[src/rtl/dr_pkg.sv]
package dr_pkg;

  // Refresh class of one row.
  typedef enum logic [1:0] {
    ROW_FRESH  = 2'd0,  // fast rate, content not yet verified
    ROW_FAULTY = 2'd1,  // fast rate, check failed on current content
    ROW_SLOW   = 2'd2   // slow rate, current content verified
  } row_cls_e;

  // Interval in ticks for a row of the given class.
  function automatic int unsigned period_for(input logic slow,
                                             input int unsigned hi,
                                             input int unsigned mult);
    return slow ? hi * mult : hi;
  endfunction

  // Count kept by a row that is pulled back to the fast rate.
  function automatic int unsigned demote_count(input int unsigned elapsed,
                                               input int unsigned hi);
    return (elapsed > hi) ? hi : elapsed;
  endfunction

endpackage

[src/rtl/dr_lowest_pick.sv]
module dr_lowest_pick #(
  parameter int N  = 8,
  parameter int IW = 3
) (
  input  logic [N-1:0]  req_i,
  output logic          any_o,
  output logic [IW-1:0] idx_o
);
  always_comb begin
    any_o = |req_i;
    idx_o = '0;
    for (int i = N - 1; i >= 0; i--) begin
      if (req_i[i]) idx_o = IW'(i);
    end
  end
endmodule

[src/rtl/dr_row_timer.sv]
module dr_row_timer #(
  parameter int HI_TICKS = 64,
  parameter int LO_MULT  = 4,
  parameter int CNT_W    = 9
) (
  input  logic clk,
  input  logic rst_n,
  input  logic tick_i,
  input  logic slow_i,
  input  logic demote_i,
  input  logic refresh_i,
  output logic due_o
);
  logic [CNT_W-1:0] cnt_q, cnt_d, limit;
  logic [31:0]      elapsed;

  assign limit   = CNT_W'(dr_pkg::period_for(slow_i, HI_TICKS, LO_MULT));
  assign elapsed = 32'(cnt_q) + 32'(tick_i);
  assign due_o   = (cnt_q >= limit);

  always_comb begin
    if (refresh_i)     cnt_d = CNT_W'(tick_i);
    else if (demote_i) cnt_d = CNT_W'(dr_pkg::demote_count(elapsed, HI_TICKS));
    else               cnt_d = CNT_W'(elapsed);
  end

  always_ff @(posedge clk) begin
    if (!rst_n) cnt_q <= '0;
    else        cnt_q <= cnt_d;
  end


  deadline_window_chk: assert property (@(posedge clk) disable iff (!rst_n)
    cnt_q <= limit);


  restart_on_refresh_chk: assert property (@(posedge clk) disable iff (!rst_n)
    refresh_i && !tick_i |=> cnt_q == '0);
endmodule

[src/rtl/dr_row_class.sv]
module dr_row_class
  import dr_pkg::*;
#(
  parameter int ROWS  = 8,
  parameter int IDX_W = 3
) (
  input  logic             clk,
  input  logic             rst_n,
  input  logic             wr_valid_i,
  input  logic [IDX_W-1:0] wr_row_i,
  input  logic             res_valid_i,
  input  logic             res_pass_i,
  input  logic             issue_i,
  input  logic [IDX_W-1:0] issue_row_i,
  output logic [ROWS-1:0]  slow_o,
  output logic [ROWS-1:0]  fresh_o,
  output logic [ROWS-1:0]  demote_o,
  output logic             busy_o
);
  logic             busy_q, stale_q;
  logic [IDX_W-1:0] busy_row_q;
  logic             res_take;
  logic             busy_row_written;
  logic             issue_row_written;
  row_cls_e         st_q [ROWS];
  logic [ROWS-1:0]  wr_hit, res_here, promote, fault;

  assign res_take          = res_valid_i && busy_q;
  assign busy_row_written  = wr_valid_i && (wr_row_i == busy_row_q);
  assign issue_row_written = wr_valid_i && (wr_row_i == issue_row_i);
  assign busy_o            = busy_q;

  always_ff @(posedge clk) begin
    if (!rst_n) begin
      busy_q     <= 1'b0;
      busy_row_q <= '0;
      stale_q    <= 1'b0;
    end else if (issue_i) begin
      busy_q     <= 1'b1;
      busy_row_q <= issue_row_i;
      stale_q    <= issue_row_written;
    end else begin
      if (res_take) busy_q <= 1'b0;
      if (busy_q && busy_row_written) stale_q <= 1'b1;
    end
  end

  for (genvar r = 0; r < ROWS; r++) begin : g_row
    assign wr_hit[r]   = wr_valid_i && (wr_row_i == IDX_W'(r));
    assign res_here[r] = res_take && (busy_row_q == IDX_W'(r));
    assign promote[r]  = res_here[r] && res_pass_i && !stale_q && !wr_hit[r];
    assign fault[r]    = res_here[r] && !res_pass_i && !stale_q && !wr_hit[r];

    always_ff @(posedge clk) begin
      if (!rst_n)          st_q[r] <= ROW_FRESH;
      else if (wr_hit[r])  st_q[r] <= ROW_FRESH;
      else if (promote[r]) st_q[r] <= ROW_SLOW;
      else if (fault[r])   st_q[r] <= ROW_FAULTY;
    end

    assign slow_o[r]   = (st_q[r] == ROW_SLOW);
    assign fresh_o[r]  = (st_q[r] == ROW_FRESH);
    assign demote_o[r] = wr_hit[r] && (st_q[r] == ROW_SLOW);


    promote_after_pass_chk: assert property (@(posedge clk) disable iff (!rst_n)
      $rose(st_q[r] == ROW_SLOW) |-> $past(res_here[r] && res_pass_i));


    fault_after_fail_chk: assert property (@(posedge clk) disable iff (!rst_n)
      $rose(st_q[r] == ROW_FAULTY) |-> $past(res_here[r] && !res_pass_i));


    write_demote_chk: assert property (@(posedge clk) disable iff (!rst_n)
      wr_hit[r] |=> st_q[r] == ROW_FRESH);


    void_result_chk: assert property (@(posedge clk) disable iff (!rst_n)
      res_here[r] && (stale_q || wr_hit[r]) |=> st_q[r] == ROW_FRESH);
  end


  idle_result_chk: assert property (@(posedge clk) disable iff (!rst_n)
    res_valid_i && !busy_q && !wr_valid_i |=> $stable(slow_o));
endmodule

[src/rtl/dr_refresh_sched.sv]
module dr_refresh_sched #(
  parameter int ROWS     = 8,
  parameter int HI_TICKS = 64,
  parameter int LO_MULT  = 4
) (
  input  logic                    clk,
  input  logic                    rst_n,
  input  logic                    tick_i,
  input  logic                    wr_valid_i,
  input  logic [$clog2(ROWS)-1:0] wr_row_i,
  input  logic                    res_valid_i,
  input  logic                    res_pass_i,
  output logic                    ref_req_o,
  output logic [$clog2(ROWS)-1:0] ref_row_o,
  output logic                    chk_req_o,
  output logic [$clog2(ROWS)-1:0] chk_row_o
);
  localparam int IDX_W = $clog2(ROWS);
  localparam int CNT_W = $clog2(HI_TICKS * LO_MULT + 2);

  logic [ROWS-1:0]  slow_vec, fresh_vec, demote_vec, due_vec, ref_issue_vec;
  logic             busy;
  logic             due_any, fresh_any, chk_issue;
  logic [IDX_W-1:0] due_idx, fresh_idx;
  logic             ref_req_q, chk_req_q;
  logic [IDX_W-1:0] ref_row_q, chk_row_q;

  dr_row_class #(.ROWS(ROWS), .IDX_W(IDX_W)) u_class (
    .clk         (clk),
    .rst_n       (rst_n),
    .wr_valid_i  (wr_valid_i),
    .wr_row_i    (wr_row_i),
    .res_valid_i (res_valid_i),
    .res_pass_i  (res_pass_i),
    .issue_i     (chk_issue),
    .issue_row_i (fresh_idx),
    .slow_o      (slow_vec),
    .fresh_o     (fresh_vec),
    .demote_o    (demote_vec),
    .busy_o      (busy)
  );

  for (genvar r = 0; r < ROWS; r++) begin : g_tmr
    dr_row_timer #(.HI_TICKS(HI_TICKS), .LO_MULT(LO_MULT), .CNT_W(CNT_W)) u_tmr (
      .clk       (clk),
      .rst_n     (rst_n),
      .tick_i    (tick_i),
      .slow_i    (slow_vec[r]),
      .demote_i  (demote_vec[r]),
      .refresh_i (ref_issue_vec[r]),
      .due_o     (due_vec[r])
    );
  end

  dr_lowest_pick #(.N(ROWS), .IW(IDX_W)) u_ref_pick (
    .req_i (due_vec),
    .any_o (due_any),
    .idx_o (due_idx)
  );

  dr_lowest_pick #(.N(ROWS), .IW(IDX_W)) u_chk_pick (
    .req_i (fresh_vec),
    .any_o (fresh_any),
    .idx_o (fresh_idx)
  );

  assign ref_issue_vec = due_any ? (ROWS'(1) << due_idx) : '0;
  assign chk_issue     = fresh_any && !busy;

  always_ff @(posedge clk) begin
    if (!rst_n) begin
      ref_req_q <= 1'b0;
      ref_row_q <= '0;
      chk_req_q <= 1'b0;
      chk_row_q <= '0;
    end else begin
      ref_req_q <= due_any;
      ref_row_q <= due_idx;
      chk_req_q <= chk_issue;
      chk_row_q <= fresh_idx;
    end
  end

  assign ref_req_o = ref_req_q;
  assign ref_row_o = ref_row_q;
  assign chk_req_o = chk_req_q;
  assign chk_row_o = chk_row_q;

  for (genvar r = 0; r < ROWS; r++) begin : g_ord
    logic [ROWS-1:0] below_mask;
    assign below_mask = (ROWS'(1) << r) - ROWS'(1);


    lowest_due_first_chk: assert property (@(posedge clk) disable iff (!rst_n)
      ref_req_q && (ref_row_q == IDX_W'(r)) |->
        $past(due_vec[r]) && (($past(due_vec) & below_mask) == '0));
  end


  single_check_chk: assert property (@(posedge clk) disable iff (!rst_n)
    chk_req_q |=> !chk_req_q);


  quiet_after_reset_chk: assert property (@(posedge clk)
    !rst_n |=> !ref_req_q && !chk_req_q);
endmodule

[config.mk]
export PLATFORM = sky130hd
export DESIGN_NAME = dr_refresh_sched
export DESIGN_NICKNAME = d
export VERILOG_FILES = /design/src/rtl/dr_pkg.sv /design/src/rtl/dr_lowest_pick.sv /design/src/rtl/dr_row_timer.sv /design/src/rtl/dr_row_class.sv /design/src/rtl/dr_refresh_sched.sv
export SDC_FILE = /design/constraint.sdc
export NUM_CORES = 1
export LEC_CHECK = 0
export ABC_CLOCK_PERIOD_IN_PS = 3900
export CAP_MARGIN = 30
export CORE_MARGIN = 2
export CORE_UTILIZATION = 60
export CTS_CLUSTER_SIZE = 12
export DETAILED_ROUTE_END_ITERATION = 12
export GPL_TIMING_DRIVEN = 0
export PLACE_DENSITY = 0.78
export SYNTH_ARGS = -nofsm -noshare
export SYNTH_HDL_FRONTEND = slang
export SYNTH_HIERARCHICAL = 1
export SYNTH_SLANG_ARGS = --single-unit
[constraint.sdc]
create_clock -name clk -period 3.9 [get_ports clk]
set_input_delay 0.78 -clock clk [delete_from_list [all_inputs] [get_ports clk]]
set_output_delay 0.78 -clock clk [all_outputs]
set_load 0.03 [all_outputs]
# == Word level (Yosys, flattened, before mapping) ==
# Memory sizes are Yosys's and may differ from the RTL's.
# Cells that the tools add are included.
# classes
add_sub_neg,8
order_cmp,16
n_eq_ne,24
n_shift,1
n_mux,174
bitwise_logic,25
reduce_logical,110
# op_table
cell,n
two-way mux 9 bit,24
two-way mux 1 bit,109
adder 9 x 1 -> 10 bit,8
> comparator 10 x 7 -> 1 bit (second input constant),8
logical AND 1 bit,77
>= comparator 9 bit,8
two-way mux 2 bit,24
two-way mux 3 bit,16
== test 3 bit (second input constant),8
bitwise OR 1 bit,24
== test 2 bit (second input constant),8
logical NOT 2 bit,8
OR reduction 2 bit,8
OR reduction 8 bit,2
== test 3 x 2 -> 1 bit (second input constant),4
logical NOT 1 bit,11
two-way mux 8 bit,1
<< shifter 1 x 3 -> 8 bit (first input constant),1
== test 3 x 1 -> 1 bit (second input constant),2
== test 3 bit,2
logical NOT 3 bit,2
nonzero test 2 bit,2
inverter 1 bit,1
# totals
register_bits,85
mem_bits_rw,16
out_inout_bits,8
wordCells,382
mem_count,1
# memory_table
name,words,width,read_ports,rd_ports_with_merged_regs,wr,line,rtl
u_class.st_q,8,2,8,0,8,dr_row_class.sv:25,row_cls_e st_q [ROWS];

# == Logic depth before layout (Yosys ltp) ==
# Gate-level depths: netlist of the first run.
# An unclocked memory read counts as a cell.
# depth
depth_word,15
mapped_depth,13

# == By module ==
# Netlist of the first run, hierarchy kept.
# modules_own_cells
module,instances,cells_each,area_per_inst_um2,seq_area_each_um2
dr_row_timer (g_tmr[0].u_tmr ...),7,80,708.2,180.2
dr_row_class,1,131,1276.2,580.6
dr_row_timer (g_tmr[7].u_tmr),1,62,535.5,180.2
dr_refresh_sched,1,25,316.6,160.2
dr_lowest_pick,2,13,81.3,0.0

# == Worst setup path after synthesis of the first run ==
# OpenSTA, ideal clock, no wires.
# synth_path
kind,input -> register
startpoint,in wr_row_i[2]
endpoint,reg g_tmr[0].u_tmr.cnt_q[1]
t_arrival_ps,2848
required_time_ps,3767
path_slack_ps,919
cell_stages,7
n_path_buf,2
path_cell_list,buf_2 nand2b_1 buf_2 nor4b_1 inv_1 or3_1 nor4b_1
# synth_via
elab_chain_cells,4
# synth_rtl
element,line,rtl
from (decl),dr_refresh_sched.sv:10,"input logic [$clog2(ROWS)-1:0] wr_row_i,"
logical NOT 3 bit,dr_row_class.sv:49,assign wr_hit[r] = wr_valid_i && (wr_row_i == IDX_W'(r));
logical AND 1 bit,dr_row_class.sv:49,
logical AND 1 bit,dr_row_class.sv:63,assign demote_o[r] = wr_hit[r] && (st_q[r] == ROW_SLOW);
via demote_vec[0],dr_refresh_sched.sv:21,"logic [ROWS-1:0] slow_vec, fresh_vec, demote_vec, due_vec, ref_issue_vec;"
two-way mux 9 bit,dr_row_timer.sv:23,"else if (demote_i) cnt_d = CNT_W'(dr_pkg::demote_count(elapsed, HI_TICKS));"
to (signal assigned),dr_row_timer.sv:29,else cnt_q <= cnt_d;
to (decl),dr_row_timer.sv:14,"logic [CNT_W-1:0] cnt_q, cnt_d, limit;"
# The timed path passes the listed nets, and every way through them passes these cells.
# A chain may end at the register's enable or synchronous reset.

==> metrics.csv, run 1 <==
stage;metric;value;unit
status;status;completed;
synthesis;Post-Synthesis Cells;804;
synthesis;simple-gate share of the synthesized area;0.3297;
clock_network;clock-pin transition on the worst setup and hold timing paths;0.07;ns
routing;drt first pass iters;6;
clock_network;PostCTS Resize Cnt;0;
synthesis;largest family of logic cells by synthesized area;simple AND/OR/NAND/NOR gates;
synthesis;Synth Area in Compound Gates;0.1947;
power;power per standard cell area;404.2;mW/mm²
sta;final setup violation count;0;
critical_path;critical path class;flop to flop;
synthesis;Post-synth top flop;dfxtp_1;
sta;Final Max Tran Viols;0;
place;Placed Instance Area;0.007632;mm²
final_layout;fin area;0.007910;mm²
power;post-layout power;3.197;mW
synthesis;Synth Register Bits;101;
clock_network;CTS H-tree lvls;3;
clock_network;Post-CTS Setup Bufs;0;
sta;TNS Setup;0;ns
place;Port Buf Inserts;14;
routing;Post-DRT Antenna Nets;0;
final_layout;Post-layout nets;875;
routing;DR WL/cell;16.86;µm
final_layout;fin cells;986;
clock_network;TritonCTS clock tree;built;
routing;DR vias/cell;6.211;
global_routing;initial antenna violation count;0;
sta;fmax;0.2861;GHz
sta;RSZ-0062 raised after global routing;false;
power;Sw Pwr;1.141;mW
synthesis;top cell type's share of synthesized area;0.2348;
floorplan;Initial Utilization;0.6085;
floorplan;Std-Cell Rows;40;
power;Comb pwr share;0.351;
synthesis;synth cell count leaders;95 x nor2_1, 85 x dfxtp_1, 48 x nand2_1;
clock_network;later-pin clock latency in the skew report;0.35;ns
sta;Clock Skew;0.007904;ns
critical_path;Setup crit start kind;flop;
place;GPL Wtd Cong;0.9181;
clock_network;Max clock buf depth;2;
synthesis;multiplexer area fraction after synthesis;0.004143;
sta;final period utilization;0.8962;
global_routing;GRT Total Usage;0.2630;
sta;Worst Tran Pin Value;1.048;ns
clock_network;CTS Buf Count;9;
final_layout;area delta synth->final;9.132;%
final_layout;layout cells sized above 1;0.1514;
synthesis;number of flops mapped to enable cells by yosys;16;
final_layout;area of the multi-input gates;0.004808;mm²
run;max cap viols;0;
synthesis;Synthesized Nets;845;
power;Internal;2.056;mW
synthesis;leading area contributor after synthesis;dfxtp_1;
routing;Vias;6124;
synthesis;fraction of registers with async set/reset;0;
routing;final WL;16.62;mm
floorplan;die area;0.01298;mm²
routing;DRC;0;
global_routing;first-pass GRT wire length;27.86;mm
routing;Iter 0 DRT Violations;556;
sta;final worst hold slack;0.5965;ns
sta;Tmin final;3.495;ns
floorplan;chip height;113.9;µm
power;Seq pwr share;0.384;
critical_path;Critical Path Fanout Max;7;
power;Max VDD drop;309.0;µV
sta;Slew headroom;0.2990;
synthesis;adder-cell share of the synthesized area;0.05524;
critical_path;Crit path arrival time;3.75;ns
place;placed cell count;970;
final_layout;Register Area;0.002182;mm²
critical_path;CP required;4.15;ns
sta;Final Hold Viols;0;
clock_network;clk sinks;101;
floorplan;core area;0.01191;mm²
clock_network;number of hold buffers added after CTS;0;
power;leakage;2.705;nW
synthesis;Synth area leaders;dfxtp_1 23%, edfxtp_1 6.6%, ha_1 5.5%;
global_routing;largest net degree at the start of global routing;28;
synthesis;sequential cell area fraction in the yosys report;0.3011;
global_routing;GR Overflow Total;0;
global_routing;vias in the first global route;5937;
final_layout;Inserted Diodes;0;
synthesis;Syn Area/Cell;9.015;µm²
power;switching part of the total;0.3569;
clock_network;root buf cell;clkbuf_16;
final_layout;Filler cells;961;
synthesis;synthesized cell area;0.007248;mm²
floorplan;top-level I/O count;17;
synthesis;Yosys cell types;68;
place;dpl hpwl;12.59;mm
synthesis;most frequent cell after synthesis;nor2_1;
synthesis;Yosys warnings;6;
min_path;worst hold path class;flop to flop;
power;clock share of power;0.266;
floorplan;Die W;113.9;µm
critical_path;CP Capture Type;flop;
synthesis;post-synthesis xor/xnor area fraction;0.07613;
==> state kept, by name, indices dropped and copies added (netlist names) <==
register	cells
chk_row_o	3
chk_req_o	1
ref_row_o	3
u_class/stale_q	1
g_tmr.u_tmr/cnt_q	72
u_class/st_q	16
u_class/busy_row_q	3
u_class/busy_o	1
ref_req_o	1
==> layout by cell type, fill, tap and decap left out, drive strengths merged, types with 31 or more instances in the layout <==
master  netlist  final
nand2        49     49
inv          46     46
dfxtp        85     85
xnor2        39     39
nor2        102    102
nor3         31     31
nand2b       31     31
nand3        39     39
ha           32     32
==> final timing paths <==
| kind | end | from | cells after the start | slack, ns |
|---|---|---|---|---|
| setup / recovery | g_tmr[4].u_tmr/cnt_q[1] | u_class/st_q[1][6] | 13 | 0.40 |
| setup reg to reg | g_tmr[4].u_tmr/cnt_q[1] | u_class/st_q[1][6] | 13 | 0.40 |
| hold / removal | g_tmr[6].u_tmr/cnt_q[7] | g_tmr[6].u_tmr/cnt_q[7] | 2 | 0.60 |
| hold reg to reg | g_tmr[6].u_tmr/cnt_q[7] | g_tmr[6].u_tmr/cnt_q[7] | 2 | 0.60 |
==> power groups by stage <==
stage,logic (mW),registers (mW),clock network [mW]
detailed placement,1.10,1.25,0
finish,1.12,1.23,0.849
global route,1.22,1.24,0.908
CTS,1.11,1.22,0.865
global placement,1.06,1.24,0
floorplan,0.861,1.25,0
==> cell type report <==
type,count,share of cell area
multi-input combinational,634,0.6079
sequential,101,0.2759
clock buffer,10,0.03021
tap,147,0.02325
timing repair buffer,19,0.02214
inverter,46,0.02183
buffer,23,0.01392
clock inverter,6,0.004904
==> kinds of logic after synthesis <==
| group | after synthesis |
|---|---|
| simple gates | 388 |
| compound gates | 148 |
| flops | 101 |
| buf+inv | 69 |
| xor+xnor | 63 |
| fa+ha+maj | 32 |
| mux | 3 |
==> metal layers <==
metal	wire length, µm	track usage	vias up	part of all wire
li1	-	-	3031	-
met1	7436	0.3440	2921	0.45
met2	8215	0.4523	157	0.49
met3	766	0.03454	15	0.046
met4	201	0.08374	0	0.012
met5	0	0	-	0
==> per-stage QoR <==
step	util	worst slack (ns)
global placement	0.6357	-0.1247
finish	0.6641	0.4048
CTS	0.6641	0.3897
detailed placement	0.6408	0.4072
floorplan	-	0.9189
global route	0.6641	0.01898
==> worst max-delay path, stage by stage (launching register included) <==
cell,delay (ns)
edfxtp_1,0.40
nor2b_1,0.12
inv_1,0.06
ha_1,0.27
nor4b_1,0.26
nand2_1,0.09
nand3b_1,0.09
a21o_1,0.18
a21oi_1,0.09
o41ai_1,0.58
buf_2,0.27
and4bb_2,0.28
nand2b_1,0.31
nor4b_1,0.39
Note: power is estimated with default switching activity, not from simulation.
==> run 2, diff against run 1 <==
--- a/config.mk
+++ b/config.mk
@@ -8,11 +8,11 @@
 export ABC_CLOCK_PERIOD_IN_PS = 3900
 export CAP_MARGIN = 30
 export CORE_MARGIN = 2
-export CORE_UTILIZATION = 60
+export CORE_UTILIZATION = 55
 export CTS_CLUSTER_SIZE = 12
 export DETAILED_ROUTE_END_ITERATION = 12
 export GPL_TIMING_DRIVEN = 0
-export PLACE_DENSITY = 0.78
+export PLACE_DENSITY = 0.72
 export SYNTH_ARGS = -nofsm -noshare
 export SYNTH_HDL_FRONTEND = slang
 export SYNTH_HIERARCHICAL = 1
==> metrics.csv, run 2 (same netlist as run 1, synthesis figures left out) <==
stage;metric;value;unit;change
final_layout;Post-layout nets;875;;unchanged
final_layout;fin area;0.007986;mm²;was 0.007910 mm²
clock_network;root buf cell;clkbuf_16;;unchanged
critical_path;Crit path arrival time;3.85;ns;was 3.75 ns
min_path;Worst Min Path Start;g_tmr[4].u_tmr/cnt_q[7];;was g_tmr[6].u_tmr/cnt_q[7]
critical_path;Reg2Reg Depth;11;;was 13
sta;Clock Skew;0.008541;ns;was 0.007904 ns
sta;Final Max Tran Viols;0;;unchanged
floorplan;top-level I/O count;17;;unchanged
floorplan;Initial Utilization;0.5697;;was 0.6085
final_layout;final core utilization;0.6278;;was 0.6641
min_path;Hold Path End;g_tmr[4].u_tmr/cnt_q[7];;was g_tmr[6].u_tmr/cnt_q[7]
final_layout;fin cells;1011;;was 986
final_layout;Inserted Diodes;0;;unchanged
routing;final WL;16.84;mm;was 16.62 mm
global_routing;met2 Track Usage GR;0.4246;;was 0.4523
place;Placed Instance Area;0.007692;mm²;was 0.007632 mm²
power;leakage;2.732;nW;was 2.705 nW
global_routing;most used routing layer in global routing;met2;;unchanged
final_layout;area of the multi-input gates;0.004815;mm²;was 0.004808 mm²
routing;Post-DRT Antenna Nets;0;;unchanged
final_layout;Filler cells;1127;;was 961
routing;Iter 0 DRT Violations;469;;was 556
routing;DRC;0;;unchanged
critical_path;CP Capture Type;flop;;unchanged
sta;final period utilization;0.9242;;was 0.8962
status;status;completed;;unchanged
clock_network;PostCTS Resize Cnt;0;;unchanged
critical_path;CP required;4.14;ns;was 4.15 ns
critical_path;Reg2Reg Capture Point;g_tmr[4].u_tmr/cnt_q[1];;unchanged
routing;drt first pass iters;6;;unchanged
critical_path;worst reg-to-reg setup slack;0.30;ns;was 0.40 ns
power;power per standard cell area;408.9;mW/mm²;was 404.2 mW/mm²
critical_path;critical path class;flop to flop;;unchanged
routing;DR vias/cell;6.149;;was 6.211
sta;RSZ-0062 raised after global routing;false;;unchanged
routing;DR WL/cell;16.65;µm;was 16.86 µm
clock_network;Max clock buf depth;2;;unchanged
sta;Worst Tran Pin Value;1.077;ns;was 1.048 ns
final_layout;Largest regs;g_tmr.u_tmr/cnt_q x72, u_class/st_q x16;;unchanged
clock_network;Post-CTS Setup Bufs;0;;unchanged
sta;fmax;0.2774;GHz;was 0.2861 GHz
clock_network;clk sinks;101;;unchanged
floorplan;Die W;118.8;µm;was 113.9 µm
global_routing;largest net degree at the start of global routing;19;;was 28
place;dpl hpwl;12.80;mm;was 12.59 mm
sta;Final Hold Viols;0;;unchanged
clock_network;TritonCTS clock tree;built;;unchanged
routing;Vias;6217;;was 6,124
global_routing;vias in the first global route;6011;;was 5,937
final_layout;Register Area;0.002182;mm²;unchanged
global_routing;first-pass GRT wire length;28.32;mm;was 27.86 mm
final_layout;max reg flops;72;;unchanged
clock_network;later-pin clock latency in the skew report;0.35;ns;about the same
global_routing;GR Overflow Total;0;;unchanged
place;placed cell count;995;;was 970
power;Max VDD drop;273.7;µV;was 309.0 µV
clock_network;clock-pin transition on the worst setup and hold timing paths;0.07;ns;about the same
clock_network;CTS Buf Count;9;;unchanged
final_layout;commonest non-fill, non-tap cell in the layout;nor2_1;;unchanged
sta;Tmin final;3.604;ns;was 3.495 ns
place;Port Buf Inserts;14;;unchanged
global_routing;initial antenna violation count;0;;unchanged
floorplan;Std-Cell Rows;41;;was 40
final_layout;layout cells sized above 1;0.1514;;unchanged
critical_path;Setup crit start kind;flop;;unchanged
power;post-layout power;3.266;mW;was 3.197 mW
critical_path;FF-to-FF Start;u_class/st_q[0][2];;was u_class/st_q[1][6]
global_routing;met1 usage;0.3057;;was 0.3440
min_path;worst hold path class;flop to flop;;unchanged
global_routing;GRT Total Usage;0.2438;;was 0.2630
place;GPL Wtd Cong;0.9492;;was 0.9181
sta;TNS Setup;0;ns;unchanged
global_routing;routing usage on met3;0.04633;;was 0.03454
clock_network;number of hold buffers added after CTS;0;;unchanged
critical_path;Critical Path Fanout Max;9;;was 7
floorplan;core area;0.01272;mm²;was 0.01191 mm²
final_layout;most frequent cells in the layout;95 x nor2_1, 85 x dfxtp_1, 48 x nand2_1;;unchanged
floorplan;chip height;118.8;µm;was 113.9 µm
final_layout;largest reg by FF count;g_tmr.u_tmr/cnt_q;;unchanged
sta;Slew headroom;0.2753;;was 0.2990
min_path;worst hold path stage count;2;;unchanged
run;max cap viols;0;;unchanged
sta;final setup violation count;0;;unchanged
clock_network;CTS H-tree lvls;3;;unchanged
final_layout;area delta synth->final;10.18;%;was 9.132%
floorplan;die area;0.01411;mm²;was 0.01298 mm²
[run 2: cell types whose count changed in the layout (fill, tap and decap cells not counted), sizes merged]
cell / previous run / this run
clkbuf: 14 / 17
clkinvlp: 3 / 0
clkinv: 3 / 1
bufinv: 0 / 1
inv: 46 / 47
[run 2: worst max-delay path by stage]
stage,from,endpoint,slack (ns),cells past startpoint
4_1_cts,u_class/st_q[0][2],g_tmr[4].u_tmr/cnt_q[1],0.33,11
2_1_floorplan,wr_row_i[2],g_tmr[0].u_tmr/cnt_q[1],0.92,7
3_3_place_gp,wr_row_i[1],g_tmr[2].u_tmr/cnt_q[1],-0.27,7
3_5_place_dp,wr_row_i[1],g_tmr[2].u_tmr/cnt_q[1],0.35,7
5_1_grt,u_class/st_q[1][6],g_tmr[4].u_tmr/cnt_q[1],0.06,13
6_report,u_class/st_q[0][2],g_tmr[4].u_tmr/cnt_q[1],0.30,11
[run 2: routing by layer]
layer,part of all wire,wire [µm]
met4,0.014,231
met1,0.45,7625
met3,0.037,628
met5,0,0
met2,0.50,8351
[run 2: worst max-delay path: stages, from the launching register on]
cell	delay, ns
edfxtp_1	0.39
nor2b_1	0.22
inv_1	0.10
ha_1	0.30
nand3_1	0.08
nand3b_1	0.09
a21o_1	0.22
nor2_1	0.16
a21boi_0	0.87
and4bb_2	0.35
nand2b_1	0.31
nor4b_1	0.40
[run 2: layout make-up]
class | instances | share of cell area
Buffer | 23 | 0.01379
Clock inverter | 3 | 0.005483
Tap cell | 172 | 0.02695
Timing Repair Buffer | 19 | 0.02475
Sequential cell | 101 | 0.2732
Multi-Input combinational cell | 634 | 0.6029
Clock buffer | 13 | 0.03133
Inverter | 46 | 0.02162
[run 2: where the power goes]
part           switching (mW)  leakage, nW  internal, mW
registers              0.0668        0.859          1.16
logic                   0.683         1.73         0.455
clock network           0.385        0.144         0.517
total                    1.14         2.73          2.13
[run 2: stage by stage]
stage,hold WS (ns),setup WS (ns)
global route,0.6229,0.05915
detailed placement,0.5818,0.3541
floorplan,0.5355,0.9189
finish,0.5977,0.2956
CTS,0.6012,0.3342
global placement,0.5613,-0.2746
